--- src/rtl/wdt_pkg.sv ---
package wdt_pkg;

    localparam int WDT_CNT_W    = 12;
    localparam int WDT_PRE_W    = 9;
    localparam int WDT_FAST_TAP = 4;
    localparam int WDT_SLOW_TAP = 8;
    localparam int WDT_ADDR_W   = 8;
    localparam int WDT_DATA_W   = 16;
    localparam logic [WDT_ADDR_W-1:0] WDT_CNT_ADDR = 8'h60;
    localparam logic [WDT_ADDR_W-1:0] WDT_SEL_ADDR = 8'h61;

    typedef enum logic {
        SEL_SLOW = 1'b0,
        SEL_FAST = 1'b1
    } tick_sel_e;

    typedef struct packed {
        logic cnt_wr;
        logic sel_wr;
        logic stp_rise;
    } wdt_cmd_t;

    function automatic logic tap_done(input logic [WDT_PRE_W-1:0] pre, input int tap);
        logic ok;
        ok = 1'b1;
        for (int i = 0; i < WDT_PRE_W; i++) begin
            if (i <= tap && !pre[i]) ok = 1'b0;
        end
        return ok;
    endfunction

endpackage

--- src/rtl/wdt_prescaler.sv ---
module wdt_prescaler
    import wdt_pkg::*;
#(
    parameter int PRE_W    = WDT_PRE_W,
    parameter int FAST_TAP = WDT_FAST_TAP,
    parameter int SLOW_TAP = WDT_SLOW_TAP
) (
    input  logic clk,
    input  logic rst,
    output logic tick_fast,
    output logic tick_slow
);
    localparam int NTAPS = 2;
    localparam int TAPS [NTAPS] = '{FAST_TAP, SLOW_TAP};

    logic [PRE_W-1:0] pre_q;
    logic [NTAPS-1:0] ticks;

    always_ff @(posedge clk) begin
        if (rst) pre_q <= '0;
        else     pre_q <= pre_q + 1'b1;
    end

    for (genvar g = 0; g < NTAPS; g++) begin : g_tap
        assign ticks[g] = &pre_q[TAPS[g]:0];
    end

    assign tick_fast = ticks[0];
    assign tick_slow = ticks[1];
endmodule

--- src/rtl/wdt_downcnt.sv ---
module wdt_downcnt
    import wdt_pkg::*;
#(
    parameter int CNT_W = WDT_CNT_W
) (
    input  logic             clk,
    input  logic             rst,
    input  logic             tick,
    input  logic             hold,
    input  logic             dis,
    input  logic             reload,
    output logic [CNT_W-1:0] cnt,
    output logic             expire
);
    localparam logic [CNT_W-1:0] CNT_TOP = '1;

    logic [CNT_W-1:0] cnt_q;
    logic [CNT_W-1:0] cnt_dec;
    logic             step;

    always_comb begin
        step    = tick && !hold && !dis && !reload;
        cnt_dec = cnt_q - 1'b1;
        expire  = step && !cnt_dec[CNT_W-1];
    end

    always_ff @(posedge clk) begin
        if (rst)                  cnt_q <= CNT_TOP;
        else if (reload || expire) cnt_q <= CNT_TOP;
        else if (step)            cnt_q <= cnt_dec;
    end

    assign cnt = cnt_q;
endmodule

--- src/rtl/wdt_irq.sv ---
module wdt_irq (
    input  logic clk,
    input  logic rst,
    input  logic expire,
    input  logic ack,
    output logic irq
);
    logic irq_q;

    always_ff @(posedge clk) begin
        if (rst)         irq_q <= 1'b0;
        else if (expire) irq_q <= 1'b1;
        else if (ack)    irq_q <= 1'b0;
    end

    assign irq = irq_q;
endmodule

--- src/rtl/wdt_top.sv ---
module wdt_top
    import wdt_pkg::*;
#(
    parameter int CNT_W  = WDT_CNT_W,
    parameter int PRE_W  = WDT_PRE_W,
    parameter int ADDR_W = WDT_ADDR_W,
    parameter int DATA_W = WDT_DATA_W
) (
    input  logic              clk,
    input  logic              rst,
    input  logic              stp_i,
    input  logic              hold_i,
    input  logic              dis_i,
    input  logic              reg_wr,
    input  logic [ADDR_W-1:0] reg_addr,
    input  logic [DATA_W-1:0] reg_wdata,
    output logic [DATA_W-1:0] reg_rdata,
    output logic              irq_o,
    input  logic              irq_ack_i
);
    wdt_cmd_t         cmd;
    tick_sel_e        sel_q;
    logic             stp_q;
    logic             tick_fast;
    logic             tick_slow;
    logic             tick;
    logic             expire;
    logic [CNT_W-1:0] cnt_q;
    logic             unused_wdata;

    assign unused_wdata = ^reg_wdata[DATA_W-1:1];

    always_comb begin
        cmd.cnt_wr   = reg_wr && (reg_addr == WDT_CNT_ADDR);
        cmd.sel_wr   = reg_wr && (reg_addr == WDT_SEL_ADDR);
        cmd.stp_rise = stp_i && !stp_q;
    end

    always_ff @(posedge clk) begin
        if (rst) begin
            sel_q <= SEL_SLOW;
            stp_q <= 1'b0;
        end else begin
            stp_q <= stp_i;
            if (cmd.sel_wr) sel_q <= tick_sel_e'(reg_wdata[0]);
        end
    end

    wdt_prescaler #(.PRE_W(PRE_W)) u_pre (
        .clk       (clk),
        .rst       (rst),
        .tick_fast (tick_fast),
        .tick_slow (tick_slow)
    );

    assign tick = (stp_i || sel_q == SEL_FAST) ? tick_fast : tick_slow;

    wdt_downcnt #(.CNT_W(CNT_W)) u_cnt (
        .clk    (clk),
        .rst    (rst),
        .tick   (tick),
        .hold   (hold_i),
        .dis    (dis_i),
        .reload (cmd.cnt_wr || cmd.stp_rise),
        .cnt    (cnt_q),
        .expire (expire)
    );

    wdt_irq u_irq (
        .clk    (clk),
        .rst    (rst),
        .expire (expire),
        .ack    (irq_ack_i),
        .irq    (irq_o)
    );

    always_comb begin
        reg_rdata = '0;
        if (reg_addr == WDT_CNT_ADDR)      reg_rdata[CNT_W-1:0] = cnt_q;
        else if (reg_addr == WDT_SEL_ADDR) reg_rdata[0] = sel_q;
    end
endmodule

--- config.mk ---
export PLATFORM = sky130hd
export DESIGN_NAME = wdt_top
export DESIGN_NICKNAME = d
export VERILOG_FILES = /design/src/rtl/wdt_pkg.sv /design/src/rtl/wdt_prescaler.sv /design/src/rtl/wdt_downcnt.sv /design/src/rtl/wdt_irq.sv /design/src/rtl/wdt_top.sv
export SDC_FILE = /design/constraint.sdc
export NUM_CORES = 1
export LEC_CHECK = 0
export BUFFER_PORTS_ARGS = -buffer_cell sky130_fd_sc_hd__buf_4
export CAP_MARGIN = 15
export CORE_MARGIN = 10
export CORE_UTILIZATION = 25
export DETAILED_ROUTE_END_ITERATION = 8
export GPL_ROUTABILITY_DRIVEN = 1
export PLACE_DENSITY = 0.55
export SYNTH_ARGS = -nofsm -noshare
export SYNTH_HDL_FRONTEND = slang
export SYNTH_SLANG_ARGS = --single-unit
export TNS_END_PERCENT = 100
--- constraint.sdc ---
create_clock -name clk -period 6.85 [get_ports clk]
set_input_delay 1.37 -clock clk [delete_from_list [all_inputs] [get_ports clk]]
set_output_delay 1.37 -clock clk [all_outputs]
set_load 0.02 [all_outputs]
==> impl_metrics.ini <==
[clock_tree]
tritoncts = done
ctsLongestPathBuffers = 2
cts_resized = 0
postCtsHoldBufs = 0
post_cts_buffers = 0
path_clk_slew_ps = 90
h-tree-depth = 1
root_buffer = clkbuf_8
clk-insertion-delay-late_ps = 270
cts_made_buffers = 3
cts_sinks = 24

[grt]
grt_pass1_vias = 966
grt_max_degree = 15
grt.overflow.total = 0
grt.total_usage_pct = 6.85
grt_pass1_wl_um = 4310
grt_antenna_before_repair = 0

[logic_synthesis]
synth_seq_cells = 24
synth_edf_count = 0
synth_area_per_cell_um2 = 8.73
synthCells = 136
ys_types = 35
yosysTopAreaCellShare_pct = 40.5
synth-main-ff-cell = dfxtp_1
synth_top_area_cell = dfxtp_1
synth.area.top_cells = dfxtp_1, xor2_1, and2_1
synth_warnings = 0
syn_area_um2 = 1190
async_flop_share_pct = 0
yosysSeqAreaShare_pct = 40.5

[routing]
vias = 973
wire_per_inst_um = 11.7
ant_nets = 0
drcViolationCount = 0
routed_wl_um = 2580
vias_per_cell = 4.42
drtIter0Drc = 44
firstDrtPassIters = 4

[critical_path]
crit_path_start_kind = input pin
rr_worst_depth = 9
timing.rr.end = u_cnt.cnt[10]
ff2ff_setup_slack_ps = 4050
r2r_start = u_pre.pre_q[0]
cp-end-kind = primary output
critical_path.max_fanout = 10
required_ps = 5480
worstSetupPathType = input pin to primary output
startpoint = reg_addr[4]
crit_arrival_ps = 2860
critPathCapture = reg_rdata[3]

[sta]
tns_ps = 0
hold_viol = 0
max_slew_margin_pct = 50.6
max_freq_mhz = 236
tightest_slew_ps = 731
maxSlewViolCount = 0
clock_skew_ps = 4.00
post-route-min-period_ps = 4230
finalSetupViolations = 0
rsz0062_at_grt = false
hold_ws_ps = 440
post-route-period-util_pct = 61.8

[layout]
area_growth_pct = 27.8
insertedDiodeCount = 0
final_nets = 202
fill_cells = 492
fin_area_um2 = 1520
layout-drive-gt1-share_pct = 21.1

[floorplan]
dieArea_um2 = 7910
start_util_pct = 25.5
core_um2 = 4660
die_w_um = 88.9
chipHeight_um = 88.9
fp-row-count = 25
io_pins = 48

[power]
p_int_mw = 0.229
combPwrFrac_pct = 6.7
cellPowerDensity_nw_per_um2 = 189
swShare_pct = 20.1
pwr-share-seq_pct = 49.6
p_clk_share_pct = 43.7
p_leak_nw = 0.632
peakVddDrop_mv = 0.146
power.switching_mw = 0.0577

[placed_design]
portBuffers = 28
placed_cell_area_um2 = 1450
dp_hpwl_um = 2010
gp_congestion = 0.740

[run_status]
status = completed

[job]
cap_viol_max_count = 0

[min_path]
min_path_type = flip-flop to flip-flop
[cells in the mapped netlist (all sizes together) (2+ instances only)]
master  count
o21ai       4
xnor2       3
buf         5
or3         3
and3        4
nor2       13
nand2      12
a21oi       2
nor3        4
nand4       4
and2       11
xor2        9
ha          4
nand3      10
nor2b       5
dfxtp      24
inv         3
[worst min path at each step]
stage                        start  slack [ps]  depth (start not counted)             end
floorplan           u_pre.pre_q[0]         410                          1  u_pre.pre_q[0]
global placement    u_pre.pre_q[0]         430                          1  u_pre.pre_q[0]
detailed placement  u_pre.pre_q[0]         440                          1  u_pre.pre_q[0]
CTS                 u_pre.pre_q[0]         450                          1  u_pre.pre_q[0]
global route        u_pre.pre_q[0]         460                          1  u_pre.pre_q[0]
finish              u_pre.pre_q[0]         440                          1  u_pre.pre_q[0]
[flip-flops by register name, indices dropped and copies added (netlist names)]
signal,cells
stp_q,1
u_irq.irq,1
sel_q,1
u_cnt.cnt,12
u_pre.pre_q,9
[through the flow]
step / power [mW] / instances / setup WS [ps] / util [%]
6_report: 0.286 / 220 / 2620 / 32.6
5_1_grt: 0.298 / 220 / 2440 / 32.6
4_1_cts: 0.290 / 220 / 2600 / 32.6
3_5_place_dp: 0.165 / 216 / 2590 / 31.0
3_3_place_gp: 0.165 / 216 / 2580 / 31.0
2_1_floorplan: 0.156 / 139 / 3070 / -
[kinds of logic after synthesis]
group	synth area share [%]
other	0.316
buffers and inverters	4.21
AO/OA/AOI/OAI	7.69
flip-flops	40.5
adder cells (fa/ha/maj)	4.22
AND/OR/NAND/NOR	33.4
multiplexers	0.843
XOR/XNOR	8.85
[critical path: stages]
cell and delay (ps):
buf_4 110, nor4bb_1 360, nand2_1 210, nor2_1 460
and2_1 210, buf_4 140
[routing by layer]
layer	vias up	global-route usage (%)	wire [µm]
met5	-	0	0
met4	0	1.76	21
met3	4	3.74	271
met2	20	11.4	1170
met1	424	7.41	1120
li1	525	-	-
[cells in the final DEF (no fill, tap or decap), types with 2 or more instances in the layout]
cell type,count
buf_4,29
nor2b_1,5
o21ai_0,4
xor2_1,9
inv_1,3
dfxtp_1,24
and2_1,11
nand3_1,10
and3_1,4
a21oi_1,2
nand4_1,3
nor2_1,13
ha_1,4
xnor2_1,3
clkbuf_8,3
conb_1,4
nor3_1,4
nand2_1,12
or3_1,3
[final cells by class]
class	instances	area (µm²)	share of cell area, %
Clock inverter	1	30.0	1.98
Multi-Input combinational cell	106	669	44.1
Timing Repair Buffer	29	218	14.3
Sequential cell	24	480	31.7
Inverter	3	11.3	0.742
Clock buffer	3	41.3	2.72
Tap cell	54	67.6	4.45
[power groups by stage]
stage	Clock [mW]	Combinational (mW)	Sequential, mW
CTS	0.129	0.0193	0.142
floorplan	0	0.0110	0.145
finish	0.125	0.0191	0.142
detailed placement	0	0.0192	0.145
global route	0.134	0.0215	0.142
global placement	0	0.0192	0.145
No activity file was read; power rests on OpenSTA's default activity.
